`src/rtl/vic_pkg.sv`:
```
package vic_pkg;
  localparam int DW      = 8;
  localparam int VW      = 8;
  localparam int NSRC    = 8;
  localparam int AW      = 2;
  localparam int RSV_BIT = 1;
  localparam int EXT_FLAG_BIT = 7;

  localparam logic [AW-1:0] A_MASK = 2'd0;
  localparam logic [AW-1:0] A_FLAG = 2'd1;
  localparam logic [AW-1:0] A_EXT  = 2'd2;

  // source index is priority order: 0 external, 1..7 timers
  function automatic int src_bit(int idx);
    return (idx <= 6) ? (8 - idx) : 0;
  endfunction

  function automatic logic [VW-1:0] src_vec(int idx);
    return (idx == 0) ? VW'(2) : VW'(4 + 2 * idx);
  endfunction
endpackage

```
`src/rtl/vic_pin_cond.sv`:
```
module vic_pin_cond (
  input  logic clk_i,
  input  logic rst_ni,
  input  logic pin_i,
  output logic lvl_o,
  output logic rise_o
);
  logic s1_q, s2_q;

  always_ff @(posedge clk_i or negedge rst_ni) begin
    if (!rst_ni) begin
      s1_q <= 1'b0;
      s2_q <= 1'b0;
    end else begin
      s1_q <= pin_i;
      s2_q <= s1_q;
    end
  end

  assign lvl_o  = s1_q;
  assign rise_o = s1_q & ~s2_q;

  a_r8_single_rise: assert property (@(posedge clk_i) disable iff (!rst_ni)
    rise_o |=> !rise_o);
endmodule

```
`src/rtl/vic_flag_cell.sv`:
```
module vic_flag_cell (
  input  logic clk_i,
  input  logic rst_ni,
  input  logic set_i,
  input  logic clr_i,
  input  logic hold_zero_i,
  output logic flag_o
);
  logic flag_q;

  always_ff @(posedge clk_i or negedge rst_ni) begin
    if (!rst_ni)          flag_q <= 1'b0;
    else if (hold_zero_i) flag_q <= 1'b0;
    else if (set_i)       flag_q <= 1'b1;
    else if (clr_i)       flag_q <= 1'b0;
  end

  assign flag_o = flag_q;

  a_r5_set_wins: assert property (@(posedge clk_i) disable iff (!rst_ni)
    (set_i && clr_i && !hold_zero_i) |=> flag_o);
  // a clear with no competing set empties the flag
  a_r3_clear: assert property (@(posedge clk_i) disable iff (!rst_ni)
    (clr_i && !set_i) |=> !flag_o);
  a_r9_hold_zero: assert property (@(posedge clk_i) disable iff (!rst_ni)
    hold_zero_i |=> !flag_o);
endmodule

```
`src/rtl/vic_arbiter.sv`:
```
module vic_arbiter import vic_pkg::*; #(
  parameter int N = NSRC
) (
  input  logic          clk_i,
  input  logic          rst_ni,
  input  logic [N-1:0]  pend_i,
  input  logic          gie_i,
  output logic          irq_o,
  output logic [VW-1:0] vec_o,
  output logic [N-1:0]  grant_o
);
  always_comb begin
    grant_o = '0;
    vec_o   = '0;
    for (int i = N - 1; i >= 0; i--) begin
      if (pend_i[i]) begin
        grant_o    = '0;
        grant_o[i] = 1'b1;
        vec_o      = src_vec(i);
      end
    end
    if (!gie_i) begin
      grant_o = '0;
      vec_o   = '0;
    end
  end

  assign irq_o = |grant_o;

  a_r6_gie_gate: assert property (@(posedge clk_i) disable iff (!rst_ni)
    !gie_i |-> !irq_o);
  a_r6_grant_pending: assert property (@(posedge clk_i) disable iff (!rst_ni)
    irq_o |-> |(grant_o & pend_i));
  a_r7_onehot: assert property (@(posedge clk_i) disable iff (!rst_ni)
    $onehot0(grant_o));
  a_r7_lowest_wins: assert property (@(posedge clk_i) disable iff (!rst_ni)
    irq_o |-> (((grant_o - N'(1)) & pend_i) == '0));
endmodule

```
`src/rtl/vec_irq_ctrl.sv`:
```
module vec_irq_ctrl import vic_pkg::*; #(
  parameter int DATA_W = DW,
  parameter int VEC_W  = VW
) (
  input  logic              clk_i,
  input  logic              rst_ni,
  input  logic              gie_i,
  input  logic              ext_pin_i,
  input  logic [DATA_W-1:0] tmr_evt_i,
  input  logic              reg_we_i,
  input  logic [AW-1:0]     reg_addr_i,
  input  logic [DATA_W-1:0] reg_wdata_i,
  output logic [DATA_W-1:0] reg_rdata_o,
  output logic              irq_o,
  output logic [VEC_W-1:0]  irq_vec_o,
  input  logic              ack_i,
  input  logic [VEC_W-1:0]  ack_vec_i
);
  localparam logic [DATA_W-1:0] RSV_MASK = DATA_W'(1) << RSV_BIT;

  logic [DATA_W-1:0] mask_q;
  logic              ext_en_q, ext_lvl_q;
  logic              pin_lvl, pin_rise;
  logic [NSRC-1:0]   flag, pend, grant;
  logic [DATA_W-1:0] tflag_view;
  logic [VW-1:0]     vec_int;
  logic              unused_rsv;

  assign unused_rsv = tmr_evt_i[RSV_BIT];

  always_ff @(posedge clk_i or negedge rst_ni) begin
    if (!rst_ni) begin
      mask_q    <= '0;
      ext_en_q  <= 1'b0;
      ext_lvl_q <= 1'b0;
    end else if (reg_we_i) begin
      if (reg_addr_i == A_MASK) mask_q <= reg_wdata_i & ~RSV_MASK;
      if (reg_addr_i == A_EXT) begin
        ext_en_q  <= reg_wdata_i[0];
        ext_lvl_q <= reg_wdata_i[1];
      end
    end
  end

  vic_pin_cond u_pin (
    .clk_i (clk_i),
    .rst_ni(rst_ni),
    .pin_i (ext_pin_i),
    .lvl_o (pin_lvl),
    .rise_o(pin_rise)
  );

  for (genvar g = 0; g < NSRC; g++) begin : g_src
    logic set_s, w1c_s, ack_s, hold_s;
    assign ack_s = ack_i && (ack_vec_i == VEC_W'(src_vec(g)));
    if (g == 0) begin : g_ext
      assign set_s   = pin_rise;
      assign w1c_s   = reg_we_i && (reg_addr_i == A_EXT) && reg_wdata_i[EXT_FLAG_BIT];
      assign hold_s  = ext_lvl_q;
      assign pend[g] = ext_en_q & (ext_lvl_q ? pin_lvl : flag[g]);
    end else begin : g_tmr
      assign set_s   = tmr_evt_i[src_bit(g)];
      assign w1c_s   = reg_we_i && (reg_addr_i == A_FLAG) && reg_wdata_i[src_bit(g)];
      assign hold_s  = 1'b0;
      assign pend[g] = mask_q[src_bit(g)] & flag[g];
    end

    vic_flag_cell u_flag (
      .clk_i      (clk_i),
      .rst_ni     (rst_ni),
      .set_i      (set_s),
      .clr_i      (w1c_s | ack_s),
      .hold_zero_i(hold_s),
      .flag_o     (flag[g])
    );
  end

  always_comb begin
    tflag_view = '0;
    for (int i = 1; i < NSRC; i++) tflag_view[src_bit(i)] = flag[i];
  end

  always_comb begin
    unique case (reg_addr_i)
      A_MASK:  reg_rdata_o = mask_q;
      A_FLAG:  reg_rdata_o = tflag_view;
      A_EXT: begin
        reg_rdata_o = '0;
        reg_rdata_o[EXT_FLAG_BIT] = flag[0];
        reg_rdata_o[1] = ext_lvl_q;
        reg_rdata_o[0] = ext_en_q;
      end
      default: reg_rdata_o = '0;
    endcase
  end

  vic_arbiter #(.N(NSRC)) u_arb (
    .clk_i  (clk_i),
    .rst_ni (rst_ni),
    .pend_i (pend),
    .gie_i  (gie_i),
    .irq_o  (irq_o),
    .vec_o  (vec_int),
    .grant_o(grant)
  );

  assign irq_vec_o = VEC_W'(vec_int);

  a_r10_rsv_zero: assert property (@(posedge clk_i) disable iff (!rst_ni)
    (reg_addr_i == A_MASK || reg_addr_i == A_FLAG) |-> !reg_rdata_o[RSV_BIT]);
  a_r11_mask_wr: assert property (@(posedge clk_i) disable iff (!rst_ni)
    (reg_we_i && reg_addr_i == A_MASK) |=> mask_q == ($past(reg_wdata_i) & ~RSV_MASK));
  a_r9_level_req: assert property (@(posedge clk_i) disable iff (!rst_ni)
    (gie_i && ext_en_q && ext_lvl_q && pin_lvl) |-> (irq_o && irq_vec_o == VEC_W'(2)));
endmodule

```
`config.mk`:
```
export PLATFORM = sky130hd
export DESIGN_NAME = vec_irq_ctrl
export DESIGN_NICKNAME = d
export VERILOG_FILES = /design/src/rtl/vic_pkg.sv /design/src/rtl/vic_pin_cond.sv /design/src/rtl/vic_flag_cell.sv /design/src/rtl/vic_arbiter.sv /design/src/rtl/vec_irq_ctrl.sv
export SDC_FILE = /design/constraint.sdc
export NUM_CORES = 1
export LEC_CHECK = 0
export CORE_ASPECT_RATIO = 0.5
export CORE_MARGIN = 2
export CORE_UTILIZATION = 41
export DETAILED_ROUTE_END_ITERATION = 7
export PLACE_DENSITY_LB_ADDON = 0.08
export SYNTH_ARGS = -nofsm -noshare
export SYNTH_HDL_FRONTEND = slang
export SYNTH_SLANG_ARGS = --single-unit
```
`constraint.sdc`:
```
create_clock -name clk_i -period 1.9 [get_ports clk_i]
set_clock_uncertainty 0.1 [all_clocks]
set_input_delay 0.38 -clock clk_i [delete_from_list [all_inputs] [get_ports clk_i]]
set_output_delay 0.38 -clock clk_i [all_outputs]
set_load 0.02 [all_outputs]
```
==> run metrics, run 1 <==
gr usage total 21.3%; failing checks negative setup slack; final worst setup slack -0.0790 ns; Final Util 73.5%; FMAX 0.505 GHz; Hold Slack 0.364 ns; DRT Pass-1 Iters 4; Warnings, synthesis 0; CP max stage delay 0.40 ns; port bufs 43; Vias/cell 4.97; Placement Rows 13; Critical Path, Cell by Cell and2_4 -> o21ai_2 -> buf_4 -> nand2_2 -> o31a_1 -> buf_6; post-synthesis sequential area ratio 42.5%; core footprint 0.00260 mm²; Clock Latency Late Sink 0.26 ns; Synth Area per Inst 9.65 µm²; final WL 3200 µm; total number of vias 1142; Slew Limit Fails 0; share of cells above drive strength 1 37.3%; critical path's slowest cell dfrtp_1; final worst-path cycle share 104%; drc violations 0; I/O pin count 49; final setup fails 3; clk sink count 19; Fin. Hold Viols 0; Peak VDD IR 355 µV; Sequential Power Share 38.7%; Fill cells 204; Routed Antenna Nets 0; FF+latch count, synth 19; status complete, but fails checks; NetSw 393 µW; combinational power share 38.7%; Die H 41.0 µm; Crit. End Element output pin; P_leak 0.833 nW; vias in the first global route 1039; Chip Width 77.9 µm; GPL Wtd Cong 0.797; Initial Util 43.0%; critical path arrival 1.50 ns; RSZ-0062 raised after global routing yes; clk slew on worst S/H paths 0.07 ns; Netlist cell types 31; min Tclk post-route 1.98 ns; die footprint 0.00319 mm²; first-pass GRT wire length 4890 µm; detailed placer's ending HPWL 2500 µm; max-cap violations 0; min-delay worst type in2async; DP Worst Slack -0.477 ns; Clock Path Buffers 2; initial antenna violation count 0; Area Overhead vs Synth 70.7%; synthesized cell area 0.00112 mm²; Nets 226; WL/cell 13.9 µm; crit path launch type register; final instance area 0.00191 mm²; internal power 873 µW; Power Dens Cells 662 mW/mm²; Synth area leaders dfrtp_1, mux2_2, nand2_1; area leader, netlist dfrtp_1; largest net degree at the start of global routing 20; Clk network pwr share 22.6%; Post-DP Area 0.00180 mm²; CTS root buffer clkbuf_8; CTS tree done; top cell type's share of synthesized area 42.5%; Initial DRC Count 80; switching share of power 31.1%; gr ovfl total 0; Tot Pwr 1.27 mW; Crit Path Class reg2out; Mapped Cells 116; CTS Buf Count 3; Crit Path Max Fanout 3; ant diodes 0; Critical Path RT 1.42 ns; H-tree levels 1
-- path summary, 6_finish.rpt --
check	from	end	slack (ns)	cells past startpoint
hold / removal	rst_ni	mask_q[4]	0.36	2
setup reg to reg	ext_lvl_q	g_src[0].u_flag.flag_o	0.75	4
max in group asynchronous	rst_ni	g_src[2].u_flag.flag_o	1.10	2
hold reg to reg	u_pin.lvl_o	u_pin.s2_q	0.42	1
setup / recovery	u_pin.lvl_o	irq_o	-0.08	6
min in group clk_i	u_pin.lvl_o	u_pin.s2_q	0.42	1
-- cells by family after synthesis --
group                  after synthesis  share of synthesized area (%)
AO/OA/AOI/OAI                       19                           12.4
buffers and inverters                8                           4.25
AND/OR/NAND/NOR                     53                           25.3
flip-flops                          19                           42.5
multiplexers                        16                           15.3
other                                1                          0.335
-- cells in the mapped netlist --
master,n
clkbuf_1,1
o31a_1,1
a221oi_1,1
nor3_1,3
and3b_1,1
nand3b_1,1
nor2_1,8
mux2_2,9
nand2_1,24
nand4b_1,2
buf_4,4
o21a_1,1
conb_1,1
nor3b_2,1
nor2b_1,2
o21ai_0,4
buf_2,2
dfrtp_1,19
inv_1,1
nor3b_1,3
a31o_2,3
or2_1,1
a22oi_1,1
a31o_1,4
nand3_1,3
a21oi_1,3
or4b_4,1
and2_1,2
a222oi_1,1
mux2i_1,7
nor3b_4,1
-- power groups by stage --
stage	Clock [mW]	Combinational [mW]	Sequential, mW
2_1_floorplan	0	0.211	0.492
3_3_place_gp	0	0.459	0.494
3_5_place_dp	0	0.466	0.494
4_1_cts	0.292	0.467	0.486
5_1_grt	0.315	0.528	0.496
6_report	0.286	0.490	0.491
-- stage by stage --
stage / std cells / TNS (ns)
3_5_place_dp: 222 / -8.18
2_1_floorplan: 119 / 0
6_report: 230 / -0.125
3_3_place_gp: 222 / -7.67
4_1_cts: 228 / -0.245
5_1_grt: 230 / -0.498
-- metal layers --
metal  up-vias  part of all wire [%]  GRT usage [%]  wire length (µm)
met5         -                     0              0                 0
met4         0                  0.22           3.95                 7
met3         2                   4.5           5.73               145
met2        30                    48           39.2              1540
met1       543                    47           26.6              1510
li1        567                     -              -                 -
-- final cells by class --
class	count	area, µm²	area share (%)
timing repair buffer	77	682	35.7
multi-input combinational	92	658	34.4
sequential	19	477	24.9
tap	37	46.3	2.42
clock buffer	4	45.0	2.36
inverter	1	3.75	0.196
-- sequential cells by signal, indices dropped and copies added, names as in the netlist --
register and cells:
g_src.u_flag.flag_o 8, u_pin.lvl_o 1, u_pin.s2_q 1, mask_q 7, ext_lvl_q 1, ext_en_q 1
-- repair_timing --
action / in CTS / in global routing
pin swaps: 15 / 7
setup buffers: 2 / 2
setup endpoints to repair: 18 / 11
hold buffers: 0 / 0
resized for setup: 55 / 13
-- critical path, delay by kind of cell (launching register included) --
family | cells | cell delay [ns]
AND/OR/NAND/NOR | 2 | 0.23
flip-flops | 1 | 0.40
AO/OA/AOI/OAI | 2 | 0.36
buffers and inverters | 2 | 0.26
-- cells in the final DEF (no fill, tap or decap), types with 3 or more instances in the layout --
cell type,count
buf_4,35
clkdlybuf4s50_1,25
nand2_1,23
dfrtp_1,18
mux2_2,9
nor2_1,8
mux2i_1,7
dlygate4sd2_1,6
a31o_1,4
conb_1,4
o21ai_0,3
a31o_2,3
clkbuf_8,3
buf_6,3
clkdlybuf4s15_1,3
Power figures use the tool's default switching activity.
==> inputs of run 2 (changes only) <==
Settings changed: SLEW_MARGIN from default to 20.
==> results of run 2 <==
Final layout, timing and power as in run 1 (identical DEF).
==> inputs of run 3 (changes only) <==
Settings changed: CORE_ASPECT_RATIO 0.5 to default.
==> run 3 against run 2 <==
  * The flow still finishes with violations (negative setup slack)
  * Final cell count is 4.8% lower
  * Worst setup slack lost 0.010 ns
  * Sequential share of layout area up 0.74 points
  * Critical endpoint unchanged
==> run metrics, run 3 (synthesis results as in run 1) <==
status complete, but fails checks; failing checks negative setup slack; Routed Antenna Nets 0; clk sink count 19; Placement Rows 18; detailed placer's ending HPWL 2400 µm; min Tclk post-route 1.99 ns; port bufs 43; Fin. Hold Viols 0; Peak VDD IR 543 µV; P_leak 0.795 nW; H-tree levels 1; total number of vias 1121; Crit Path Max Fanout 3; CTS tree done; critical path arrival 1.51 ns; core footprint 0.00252 mm²; GPL Wtd Cong 0.794; DRT Pass-1 Iters 4; Initial DRC Count 23; clk slew on worst S/H paths 0.11 ns; Vias/cell 5.12; r2r worst-path depth 3; Crit Path Class reg2out; Tot Pwr 1.17 mW; routing usage on met2 34.6%; Clock Path Buffers 2; Crit. End Element output pin; most frequent cells in the layout buf_4, clkdlybuf4s50_1, nand2_1; met1 usage 25.3%; CTS Buf Count 3; Area Overhead vs Synth 65.4%; die footprint 0.00317 mm²; vias in the first global route 1081; Post-DP Area 0.00177 mm²; Chip Width 56.3 µm; Top Usage Layer GRT met2; first-pass GRT wire length 4890 µm; WL/cell 13.6 µm; ant diodes 0; final setup fails 3; min-delay worst type in2async; Die H 56.3 µm; CTS root buffer clkbuf_4; largest net degree at the start of global routing 20; crit path launch type register; final worst setup slack -0.0893 ns; final worst-path cycle share 105%; Nets 222; drc violations 0; Final Util 73.4%; I/O pin count 49; final instance area 0.00185 mm²; Hold Slack 0.306 ns; Slew Limit Fails 0; share of cells above drive strength 1 37.0%; gr ovfl total 0; gr usage total 19.5%; hold_buf cts 0; Critical Path RT 1.42 ns; Power Dens Cells 630 mW/mm²; final WL 2990 µm; initial antenna violation count 0; R2R Setup Slk 0.76 ns; M3 GR Usage 2.07%; max-cap violations 0; post-route insts no fill 219; Initial Util 44.4%; most common cell after layout, fill and taps aside buf_4; FMAX 0.503 GHz; RSZ-0062 raised after global routing yes; Placed Cells 213; Largest register FFs 8; Clock Latency Late Sink 0.29 ns
run 3: changes by cell type in the layout (fill, tap and decap cells not counted), moves of 2 or more:
cell | before | now
buf_4 | 35 | 32
clkbuf_2 | 2 | 0
clkbuf_4 | 0 | 3
clkbuf_8 | 3 | 0
clkdlybuf4s15_1 | 3 | 1
clkdlybuf4s15_2 | 2 | 7
clkdlybuf4s50_1 | 25 | 28
dlygate4sd2_1 | 6 | 2
nor2b_1 | 2 | 0
nor2b_2 | 0 | 2
run 3: where the power goes:
part	switching, mW	internal, mW	total [mW]
combinational	0.212	0.267	0.478
sequential	0.0368	0.452	0.489
clock	0.118	0.0816	0.200
total	0.367	0.800	1.17
run 3: path summary, 6_finish.rpt:
path                                          endpoint         from
worst max-delay path                             irq_o    mask_q[3]
worst min-delay path                       u_pin.lvl_o       rst_ni
worst max register to register               ext_lvl_q    ext_lvl_q
worst min register to register              u_pin.s2_q  u_pin.lvl_o
max in group asynchronous       g_src[3].u_flag.flag_o       rst_ni
min in group clk_i                         u_pin.lvl_o    ext_pin_i
run 3: final cells by class:
cell class	count	area, µm²
Clock buffer	4	26.3
Fill cell	214	671
Inverter	1	3.75
Multi-Input combinational cell	92	654
Sequential cell	19	475
Tap cell	30	37.5
Timing Repair Buffer	73	654
run 3: routing by layer:
layer  vias to the layer above  wire, µm
li1                        555         -
met1                       520      1330
met3                         2       193
met2                        44      1450
met4                         0        13
met5                         -         0
run 3: stage by stage:
step	setup slack, ns	setup TNS (ns)
after floorplan	0.137	0
after global placement	-0.461	-7.71
after detailed placement	-0.488	-8.20
after CTS	-0.117	-0.248
after global routing	-0.172	-0.570
final	-0.0893	-0.150
run 3: what timing repair did:
action,in CTS,in global routing
pin swaps,4,3
resized for setup,57,9
setup endpoints to repair,13,7
setup buffers,1,1
run 3: critical path: stages, from the launching register on:
cell and delay (ns):
dfrtp_1 0.41, a22oi_2 0.23, nand3_2 0.14, o31a_1 0.31, buf_6 0.14
